===== config.mk =====
export PLATFORM = sky130hd
export DESIGN_NAME = uart_rx_err
export DESIGN_NICKNAME = d
export VERILOG_FILES = /design/src/rtl/uart_rx_pkg.sv /design/src/rtl/uart_rx_sync.sv /design/src/rtl/uart_rx_frame.sv /design/src/rtl/uart_rx_check.sv /design/src/rtl/uart_rx_hostregs.sv /design/src/rtl/uart_rx_err.sv
export SDC_FILE = /design/constraint.sdc
export NUM_CORES = 1
export LEC_CHECK = 0
export ABC_AREA = 1
export BUFFER_PORTS_ARGS = -buffer_cell sky130_fd_sc_hd__buf_4
export CAP_MARGIN = 20
export CORE_MARGIN = 4
export CORE_UTILIZATION = 45
export DETAILED_ROUTE_END_ITERATION = 12
export GPL_ROUTABILITY_DRIVEN = 1
export PLACE_DENSITY = 0.67
export REMOVE_ABC_BUFFERS = 1
export SLEW_MARGIN = 15
export SYNTH_ARGS = -nofsm -noshare
export SYNTH_HDL_FRONTEND = slang
export SYNTH_SLANG_ARGS = --single-unit

===== constraint.sdc =====
create_clock -name clk_i -period 4.8 [get_ports clk_i]
set_clock_uncertainty 0.1 [all_clocks]
set_input_delay 0 -clock clk_i [delete_from_list [all_inputs] [get_ports clk_i]]
set_output_delay 0 -clock clk_i [all_outputs]
set_load 0.01 [all_outputs]

===== src/rtl/uart_rx_pkg.sv =====
package uart_rx_pkg;
  typedef enum logic [1:0] {
    PAR_NONE = 2'd0,
    PAR_EVEN = 2'd1,
    PAR_ODD  = 2'd2,
    PAR_ZERO = 2'd3
  } par_mode_e;

  typedef enum logic [1:0] {
    ST_IDLE  = 2'd0,
    ST_START = 2'd1,
    ST_BITS  = 2'd2
  } rx_state_e;

  localparam int ERR_W   = 3;
  localparam int ERR_PAR = 0;
  localparam int ERR_FRM = 1;
  localparam int ERR_OVR = 2;
endpackage


===== src/rtl/uart_rx_sync.sv =====
module uart_rx_sync #(
  parameter int STAGES = 2
) (
  input  logic clk_i,
  input  logic rst_ni,
  input  logic d_i,
  output logic q_o
);
  logic [STAGES-1:0] sr_q;

  always_ff @(posedge clk_i or negedge rst_ni) begin
    if (!rst_ni) sr_q <= '1;
    else         sr_q <= {sr_q[STAGES-2:0], d_i};
  end

  assign q_o = sr_q[STAGES-1];
endmodule


===== src/rtl/uart_rx_frame.sv =====
module uart_rx_frame
  import uart_rx_pkg::*;
#(
  parameter int OVS      = 16,
  parameter int TICK_DIV = 4,
  parameter int DATA_W   = 8
) (
  input  logic              clk_i,
  input  logic              rst_ni,
  input  logic              rx_i,
  input  logic [1:0]        mode_i,
  output logic              done_o,
  output logic [DATA_W-1:0] data_o,
  output logic              par_bit_o,
  output logic              stop_bit_o,
  output logic [1:0]        mode_o
);
  localparam int BIT_CLKS  = OVS * TICK_DIV;
  localparam int HALF_CLKS = BIT_CLKS / 2;
  localparam int CNT_W     = $clog2(BIT_CLKS);
  localparam int IDX_W     = $clog2(DATA_W + 2);
  localparam logic [CNT_W-1:0] CNT_BIT_END  = CNT_W'(BIT_CLKS - 1);
  localparam logic [CNT_W-1:0] CNT_HALF_END = CNT_W'(HALF_CLKS - 1);
  localparam logic [IDX_W-1:0] IDX_DATA_END = IDX_W'(DATA_W);
  localparam logic [IDX_W-1:0] IDX_PAR_STOP = IDX_W'(DATA_W + 1);

  rx_state_e         st_q;
  logic [CNT_W-1:0]  cnt_q;
  logic [IDX_W-1:0]  idx_q;
  par_mode_e         mode_q;
  logic [DATA_W-1:0] data_q;
  logic              par_q, stop_q, done_q;
  logic [IDX_W-1:0]  stop_idx;

  // stop position depends on whether a parity bit is carried
  assign stop_idx = (mode_q == PAR_NONE) ? IDX_DATA_END : IDX_PAR_STOP;

  always_ff @(posedge clk_i or negedge rst_ni) begin
    if (!rst_ni) begin
      st_q   <= ST_IDLE;
      cnt_q  <= '0;
      idx_q  <= '0;
      mode_q <= PAR_NONE;
      data_q <= '0;
      par_q  <= 1'b0;
      stop_q <= 1'b1;
      done_q <= 1'b0;
    end else begin
      done_q <= 1'b0;
      unique case (st_q)
        ST_IDLE: begin
          cnt_q <= '0;
          idx_q <= '0;
          if (!rx_i) begin
            st_q   <= ST_START;
            mode_q <= par_mode_e'(mode_i);
          end
        end
        ST_START: begin
          if (cnt_q == CNT_HALF_END) begin
            cnt_q <= '0;
            st_q  <= rx_i ? ST_IDLE : ST_BITS;
          end else begin
            cnt_q <= cnt_q + CNT_W'(1);
          end
        end
        ST_BITS: begin
          if (cnt_q == CNT_BIT_END) begin
            cnt_q <= '0;
            idx_q <= idx_q + IDX_W'(1);
            if (idx_q == stop_idx) begin
              stop_q <= rx_i;
              done_q <= 1'b1;
              st_q   <= ST_IDLE;
            end else if (idx_q < IDX_DATA_END) begin
              data_q <= {rx_i, data_q[DATA_W-1:1]};
            end else begin
              par_q <= rx_i;
            end
          end else begin
            cnt_q <= cnt_q + CNT_W'(1);
          end
        end
        default: st_q <= ST_IDLE;
      endcase
    end
  end

  assign done_o     = done_q;
  assign data_o     = data_q;
  assign par_bit_o  = par_q;
  assign stop_bit_o = stop_q;
  assign mode_o     = mode_q;

  assert_done_pulse_R2: assert property (@(posedge clk_i) disable iff (!rst_ni)
    done_q |=> !done_q);

  assert_idx_bound_R5: assert property (@(posedge clk_i) disable iff (!rst_ni)
    (st_q == ST_BITS) |-> (idx_q <= stop_idx));

  assert_done_leaves_bits_R2: assert property (@(posedge clk_i) disable iff (!rst_ni)
    done_q |-> (st_q != ST_BITS));
endmodule


===== src/rtl/uart_rx_check.sv =====
module uart_rx_check
  import uart_rx_pkg::*;
#(
  parameter int DATA_W = 8
) (
  input  logic [DATA_W-1:0] data_i,
  input  logic              par_bit_i,
  input  logic              stop_bit_i,
  input  logic [1:0]        mode_i,
  output logic              par_err_o,
  output logic              frm_err_o
);
  always_comb begin
    unique case (par_mode_e'(mode_i))
      PAR_EVEN: par_err_o = ^{data_i, par_bit_i};
      PAR_ODD:  par_err_o = ~^{data_i, par_bit_i};
      PAR_ZERO: par_err_o = par_bit_i;
      default:  par_err_o = 1'b0;
    endcase
  end

  // one stop bit only; anything after it is never examined
  assign frm_err_o = ~stop_bit_i;
endmodule


===== src/rtl/uart_rx_hostregs.sv =====
module uart_rx_hostregs
  import uart_rx_pkg::*;
#(
  parameter int DATA_W = 8
) (
  input  logic              clk_i,
  input  logic              rst_ni,
  input  logic              done_i,
  input  logic [DATA_W-1:0] data_i,
  input  logic              par_err_i,
  input  logic              frm_err_i,
  input  logic              rd_buf_i,
  input  logic              rd_stat_i,
  input  logic              err_route_i,
  output logic [DATA_W-1:0] buf_data_o,
  output logic              buf_full_o,
  output logic [ERR_W-1:0]  stat_o,
  output logic              irq_done_o,
  output logic              irq_err_o
);
  logic [DATA_W-1:0] buf_q;
  logic              full_q;
  logic [ERR_W-1:0]  stat_q, new_err, stat_base;
  logic              irq_done_q, irq_err_q;

  always_comb begin
    new_err          = '0;
    new_err[ERR_PAR] = par_err_i;
    new_err[ERR_FRM] = frm_err_i;
    new_err[ERR_OVR] = full_q & ~rd_buf_i;
    stat_base        = rd_stat_i ? '0 : stat_q;
  end

  always_ff @(posedge clk_i or negedge rst_ni) begin
    if (!rst_ni) begin
      buf_q      <= '0;
      full_q     <= 1'b0;
      stat_q     <= '0;
      irq_done_q <= 1'b0;
      irq_err_q  <= 1'b0;
    end else begin
      irq_done_q <= 1'b0;
      irq_err_q  <= 1'b0;
      if (done_i) begin
        buf_q  <= data_i;
        full_q <= 1'b1;
        stat_q <= stat_base | new_err;
        if ((|new_err) && err_route_i) irq_err_q  <= 1'b1;
        else                           irq_done_q <= 1'b1;
      end else begin
        stat_q <= stat_base;
        if (rd_buf_i) full_q <= 1'b0;
      end
    end
  end

  assign buf_data_o = buf_q;
  assign buf_full_o = full_q;
  assign stat_o     = stat_q;
  assign irq_done_o = irq_done_q;
  assign irq_err_o  = irq_err_q;

  assert_load_on_done_R2: assert property (@(posedge clk_i) disable iff (!rst_ni)
    done_i |=> (buf_full_o && (buf_data_o == $past(data_i))));

  assert_overrun_flag_R7: assert property (@(posedge clk_i) disable iff (!rst_ni)
    (done_i && buf_full_o && !rd_buf_i) |=> stat_o[ERR_OVR]);

  assert_stat_clear_R8: assert property (@(posedge clk_i) disable iff (!rst_ni)
    (rd_stat_i && !done_i) |=> (stat_o == '0));

  assert_stat_sticky_R8: assert property (@(posedge clk_i) disable iff (!rst_ni)
    !rd_stat_i |=> ((stat_o & $past(stat_o)) == $past(stat_o)));

  assert_buf_read_R9: assert property (@(posedge clk_i) disable iff (!rst_ni)
    (rd_buf_i && !done_i) |=> (!buf_full_o && $stable(buf_data_o)));

  assert_irq_exclusive_R10: assert property (@(posedge clk_i) disable iff (!rst_ni)
    !(irq_done_o && irq_err_o));

  assert_err_routed_R10: assert property (@(posedge clk_i) disable iff (!rst_ni)
    (done_i && err_route_i && (par_err_i || frm_err_i || (buf_full_o && !rd_buf_i)))
      |=> irq_err_o);

  assert_err_has_status_R10: assert property (@(posedge clk_i) disable iff (!rst_ni)
    irq_err_o |-> (stat_o != '0));
endmodule


===== src/rtl/uart_rx_err.sv =====
module uart_rx_err
  import uart_rx_pkg::*;
#(
  parameter int OVS         = 16,
  parameter int TICK_DIV    = 4,
  parameter int DATA_W      = 8,
  parameter int SYNC_STAGES = 2
) (
  input  logic              clk_i,
  input  logic              rst_ni,
  input  logic              rx_i,
  input  logic [1:0]        parity_mode_i,
  input  logic              err_route_i,
  input  logic              rd_buf_i,
  input  logic              rd_stat_i,
  output logic [DATA_W-1:0] buf_data_o,
  output logic              buf_full_o,
  output logic [ERR_W-1:0]  stat_o,
  output logic              irq_done_o,
  output logic              irq_err_o
);
  logic              rx_s;
  logic              done;
  logic [DATA_W-1:0] data;
  logic              par_bit, stop_bit, par_err, frm_err;
  logic [1:0]        frame_mode;

  uart_rx_sync #(.STAGES(SYNC_STAGES)) i_sync (
    .clk_i (clk_i),
    .rst_ni(rst_ni),
    .d_i   (rx_i),
    .q_o   (rx_s)
  );

  uart_rx_frame #(.OVS(OVS), .TICK_DIV(TICK_DIV), .DATA_W(DATA_W)) i_frame (
    .clk_i     (clk_i),
    .rst_ni    (rst_ni),
    .rx_i      (rx_s),
    .mode_i    (parity_mode_i),
    .done_o    (done),
    .data_o    (data),
    .par_bit_o (par_bit),
    .stop_bit_o(stop_bit),
    .mode_o    (frame_mode)
  );

  uart_rx_check #(.DATA_W(DATA_W)) i_check (
    .data_i    (data),
    .par_bit_i (par_bit),
    .stop_bit_i(stop_bit),
    .mode_i    (frame_mode),
    .par_err_o (par_err),
    .frm_err_o (frm_err)
  );

  uart_rx_hostregs #(.DATA_W(DATA_W)) i_regs (
    .clk_i      (clk_i),
    .rst_ni     (rst_ni),
    .done_i     (done),
    .data_i     (data),
    .par_err_i  (par_err),
    .frm_err_i  (frm_err),
    .rd_buf_i   (rd_buf_i),
    .rd_stat_i  (rd_stat_i),
    .err_route_i(err_route_i),
    .buf_data_o (buf_data_o),
    .buf_full_o (buf_full_o),
    .stat_o     (stat_o),
    .irq_done_o (irq_done_o),
    .irq_err_o  (irq_err_o)
  );

  assert_no_parity_flag_R5: assert property (@(posedge clk_i) disable iff (!rst_ni)
    (done && (frame_mode == 2'd0) && !rd_stat_i && !stat_o[ERR_PAR]) |=> !stat_o[ERR_PAR]);
endmodule


==> impl_metrics.yaml, run 1 <==
cells_and_area:
  finalNonFillerCells: 303
  nFillCells: 354
  n_antenna_cell: 0
  postLayoutCoreUtil: 0.568
  drive_gt1_frac: 0.194
  fin_nets: 266
  areaGrowthSynthToFinish_pct: 19.4
sta:
  finalSetupTns_ps: 0
  finalHoldViolCount: 0
  fin_ws_ps: 3150
  worst_pin_slew_ps: 507
  drv_slew: 0
  setup_viol: 0
  finalCritPeriodShare: 0.344
  period_minus_slack_ps: 1650
  fmax_ghz: 0.606
  slew-limit-headroom: 0.662
  rsz0062_at_grt: "no"
worst_setup_path:
  startpoint_type: "flop"
  cp.arrival_ps: 1740
  cp_top_family: "simple AND/OR/NAND/NOR gates"
  crit_path_top_delay_cell: "dfrtp_1"
  r2r_cells: 7
  cp.required_ps: 4890
  worstPathCellList: "ha_1 -> nand3_2 -> nor2_2 -> nand2_2 -> nor2_4 -> nand2_4 -> o221ai_1"
  criticalPathCategory: "reg -> reg"
  cp_num_cells: 7
  crit_end: "i_frame.idx_q[3]$_DFFE_PN0P_"
  rrSetupSlack_ps: 3150
  crit_start: "i_frame.cnt_q[0]$_DFFE_PN0P_"
  critPathBufInv: 0
  cpPeakStageDelay_ps: 390
  endpoint_kind: "flop"
  reg2reg_from: "i_frame.cnt_q[0]$_DFFE_PN0P_"
  r2r_end: "i_frame.idx_q[3]$_DFFE_PN0P_"
  cp_max_fo: 17
pwr:
  power_mw: 0.800
  ir_drop_mv: 0.149
  powerDensity_nw_per_um2: 342
  leakagePower_nw: 1.12
placement:
  place_hpwl_mm: 2.39
  dpl_worst_slack_ps: 3170
  placedCellCount: 288
  gp_congestion: 0.839
  io_buffers: 21
grt:
  grt_max_degree: 42
  grt_pass1_wl_mm: 5.82
  grt_pass1_vias: 1396
  grt_antenna_before_repair: 0
  overflow: 0
  grt_use_total: 0.136
clocking:
  cts_tree: "done"
  clock_latency_ps: 290
  cts_num_sinks: 41
  clock_path_buffers: 2
  cts_htree_levels: 2
  clkTransAtPathRegs_ps: 80
  cts_resized: 0
  root_buffer: "clkbuf_8"
  cts_buffers: 5
logic_synthesis:
  synthCells: 220
  synth.cell_area_um2: 1960
  synthArstFlopShare: 1.00
  ys.flop_type: "dfrtp_1"
  avgSynthCellArea_um2: 8.89
  ys_warn_count: 0
  ys_ff_latch: 41
  ys_seq_area_frac: 0.526
  yosys.cell_types.count: 29
  synth_edf_count: 0
floorplan:
  rows: 23
  fp.dieW_um: 73.9
  fp.dieH_um: 73.9
  initial_core_util: 0.476
  dieArea_um2: 5470
  coreArea_um2: 4120
  boundaryPins: 22
route:
  drtIter0Drc: 54
  via_count: 1442
  first_pass_iters: 4
  ant_nets: 0
  drc: 0
  avgRoutedWirePerCell_um: 10.9
  wl_mm: 3.30
  via_per_inst: 4.76
outcome:
  outcome: "finished, final reports clean"
job:
  maxCapViolCount: 0
hold_path:
  hold_class: "in -> async"
power breakdown:
group / switching, mW / internal (mW) / total [mW] / leakage, nW
clock network: 0.114 / 0.154 / 0.268 / 0.0552
registers: 0.0199 / 0.366 / 0.386 / 0.553
logic: 0.0894 / 0.0559 / 0.145 / 0.515
total: 0.223 / 0.576 / 0.800 / 1.12
flip-flops by register name (all words and copies together), names as in the netlist:
signal	count
i_regs.irq_done_o	1
i_frame.data_o	8
i_frame.par_bit_o	1
i_regs.buf_data_o	8
i_regs.buf_full_o	1
i_frame.cnt_q	6
i_sync.sr_q	2
i_frame.mode_o	2
i_regs.irq_err_o	1
i_frame.done_o	1
i_regs.stat_o	3
i_frame.stop_bit_o	1
i_frame.st_q	2
i_frame.idx_q	4
worst min-delay path by stage:
| stage | slack, ps | depth (start not counted) | endpoint |
|---|---|---|---|
| finish | 120 | 2 | i_frame.data_o[2]$_DFFE_PN0P_ |
| global route | 170 | 2 | i_regs.buf_data_o[5]$_DFFE_PN0P_ |
| CTS | 140 | 2 | i_regs.buf_data_o[5]$_DFFE_PN0P_ |
| detailed placement | -90 | 1 | i_regs.buf_data_o[5]$_DFFE_PN0P_ |
| global placement | -90 | 1 | i_regs.buf_data_o[5]$_DFFE_PN0P_ |
| floorplan | -400 | 0 | i_frame.cnt_q[0]$_DFFE_PN0P_ |
worst register-to-register path, delay by kind of cell (launching register included):
kind,cells,cell delay (ps)
AND/OR/NAND/NOR,5,630
flip-flops,1,390
AO/OA/AOI/OAI,1,230
adder cells (fa/ha/maj),1,210
area by class of cell:
cell class / count / area, um^2 / share of cell area
Clock buffer: 6 / 72.6 / 0.0311
Inverter: 32 / 120 / 0.0514
Sequential cell: 41 / 1030 / 0.441
Multi-Input combinational cell: 144 / 788 / 0.337
Clock inverter: 2 / 35.0 / 0.0150
Tap cell: 50 / 62.6 / 0.0268
Timing Repair Buffer: 28 / 228 / 0.0975
per-layer routing:
metal	routed length, um	global-route usage
met3	145	0.0324
met5	0	0
met4	51	0.0664
met2	1560	0.226
met1	1540	0.165
synthesized netlist by cell type, drive strengths merged, types with 2 or more instances:
master  count  share of area
dfstp       3          0.040
nand3      14          0.041
a21oi       6          0.015
mux2i       2          0.010
ha          6          0.038
nor2       16          0.040
xor2        3          0.013
dfrtp      38           0.49
o21ai      28          0.089
xnor2       2         0.0090
nand2      60           0.12
nand4       2         0.0096
inv        32          0.061
clkbuf      2         0.0038
per-stage QoR:
| step | hold slack [ps] | instance area (um^2) |
|---|---|---|
| after floorplan | -396 | 1940 |
| after global placement | -88.5 | 2160 |
| after detailed placement | -92.0 | 2160 |
| after CTS | 139 | 2340 |
| after global routing | 172 | 2340 |
| final | 122 | 2340 |
layout by cell type, fill, tap and decap left out, types with 5 or more instances in the layout:
master / instances
ha_1: 6
dlygate4sd3_1: 7
clkbuf_8: 5
dfrtp_1: 38
nor2_1: 13
a21oi_1: 6
inv_1: 31
o21ai_0: 17
buf_4: 21
nand2_1: 58
o21ai_2: 9
nand3_1: 12
cell families after synthesis:
kind of cell,count (synthesis),share of synthesized area
fa+ha+maj,6,0.0384
flops,41,0.526
simple gates,94,0.216
buf+inv,35,0.0710
mux,2,0.0102
compound gates,37,0.116
xor+xnor,5,0.0224
what timing repair did:
| item | CTS | global route |
|---|---|---|
| setup buffers | 0 | 0 |
| hold buffers | 7 | 0 |
| endpoints found under the hold margin | 50 | 0 |
Power figures use the tool's default switching activity.
==> inputs of run 2 (changes only) <==
clock period = 1.6 ns   (was 4.8 ns; I/O delays follow)
==> run 2 against run 1 <==
Worst hold slack better by 12 ps. Fmax is 3.7% higher. Sequential share of layout area shrank 3.9 points. Final area rose by 9.8%. Via count grew 6.0%. First-iteration DRC count is 19% higher. Combinational power rose to 4.0 times the previous value. Non-clock buffer count rose by 13. Global-route usage up 1.6 points. Critical endpoint unchanged. Highest routed layer unchanged.
==> impl_metrics.yaml, run 2 (synthesis gave the netlist of run 1 again) <==
pwr:
  leakagePower_nw: 1.20
  power_mw: 2.38
  powerDensity_nw_per_um2: 929
  ir_drop_mv: 0.597
floorplan:
  fp.dieH_um: 73.9
  boundaryPins: 22
  dieArea_um2: 5470
  coreArea_um2: 4120
  initial_core_util: 0.476
  rows: 23
  fp.dieW_um: 73.9
sta:
  slew-limit-headroom: 0.658
  fmax_ghz: 0.628
  fin_ws_ps: 7.80
  worst_pin_slew_ps: 513
  finalSetupTns_ps: 0
  finalHoldViolCount: 0
  setup_viol: 0
  period_minus_slack_ps: 1590
  finalCritPeriodShare: 0.995
  drv_slew: 0
  rsz0062_at_grt: "yes"
grt:
  grt_use_total: 0.151
  grt_pass1_vias: 1550
  grt_pass1_wl_mm: 6.47
  grt_antenna_before_repair: 0
  grt_max_degree: 42
  overflow: 0
clocking:
  clock_latency_ps: 290
  cts_num_sinks: 41
  clkTransAtPathRegs_ps: 70
  root_buffer: "clkbuf_8"
  cts_tree: "done"
  cts_htree_levels: 2
  cts_buffers: 5
  clock_path_buffers: 2
cells_and_area:
  postLayoutCoreUtil: 0.623
  final_cell_mix: "42 x nand2_1, 37 x dfrtp_1, 32 x buf_4"
  fin_nets: 280
  drive_gt1_frac: 0.356
  layout_commonest_cell: "nand2_1"
  areaGrowthSynthToFinish_pct: 31.1
  n_antenna_cell: 0
hold_path:
  hold_class: "in -> async"
worst_setup_path:
  worstPathCellList: "ha_2 -> nand3_4 -> nor2_4 -> nand2_2 -> nor2_4 -> buf_6 -> inv_6 -> o21ai_4 -> o221ai_2"
  startpoint_type: "flop"
  cp_max_fo: 4
  cp_top_family: "simple AND/OR/NAND/NOR gates"
  endpoint_kind: "flop"
  criticalPathCategory: "reg -> reg"
  cp.required_ps: 1660
  crit_top_cell: "nor2_4"
  cpPeakStageDelay_ps: 360
  cp.arrival_ps: 1660
  critPathBufInv: 2
  crit_path_top_delay_cell: "dfrtp_1"
route:
  ant_nets: 0
  drc: 0
  first_pass_iters: 4
  via_count: 1529
  via_per_inst: 4.82
  wl_mm: 3.86
  avgRoutedWirePerCell_um: 12.2
  drtIter0Drc: 64
job:
  maxCapViolCount: 0
outcome:
  outcome: "finished, final reports clean"
placement:
  io_buffers: 21
  dpl_worst_slack_ps: -26.2
  place_hpwl_mm: 2.36
  gp_congestion: 0.814
## run 2: layout make-up
class | count | area (um^2)
Clock buffer | 6 | 72.6
Multi-Input combinational cell | 145 | 931
Timing Repair Buffer | 41 | 333
Sequential cell | 41 | 1030
Inverter | 32 | 125
Clock inverter | 2 | 10.0
Fill cell | 350 | 1550
Tap cell | 50 | 62.6
## run 2: path summary, 6_finish.rpt
kind | start | to | slack [ps] | cells after the start
worst min-delay path | rst_ni | i_regs.buf_data_o[4]$_DFFE_PN0P_ | 130 | 2
min in group clk_i | rx_i | i_sync.sr_q[0]$_DFF_PN1_ | 260 | 2
max in group asynchronous | rst_ni | i_frame.data_o[2]$_DFFE_PN0P_ | 890 | 2
worst max register to register | i_frame.cnt_q[1]$_DFFE_PN0P_ | i_frame.idx_q[3]$_DFFE_PN0P_ | 8 | 9
worst min register to register | i_sync.sr_q[0]$_DFF_PN1_ | i_sync.sr_q[1]$_DFF_PN1_ | 260 | 0
worst max-delay path | i_frame.cnt_q[1]$_DFFE_PN0P_ | i_frame.idx_q[3]$_DFFE_PN0P_ | 8 | 9
## run 2: metrics by stage
stage / hold slack [ps] / instances / cell area (um^2)
floorplan: -396 / 217 / 1940
global placement: -89.6 / 291 / 2180
detailed placement: -87.9 / 291 / 2180
CTS: 142 / 312 / 2420
global route: 172 / 317 / 2560
finish: 134 / 317 / 2560
## run 2: timing repair
action | CTS | global route
pin swaps | 4 | 10
endpoints found under the hold margin | 50 | 0
resized for setup | 7 | 38
cloned | 1 | 0
hold buffers | 7 | 0
buffers inserted | 5 | 5
setup endpoints to repair | 7 | 22
## run 2: power by group
part | leakage [nW] | switching (mW) | internal (mW)
clock network | 0.0450 | 0.345 | 0.302
logic | 0.605 | 0.335 | 0.244
registers | 0.552 | 0.0574 | 1.10
## run 2: per-layer routing
metal / part of all wire / up-vias / GRT usage
met5: 0 / - / 0
met4: 0.015 / 0 / 0.0624
met3: 0.038 / 6 / 0.0405
met2: 0.52 / 26 / 0.258
met1: 0.43 / 706 / 0.181
li1: - / 791 / -
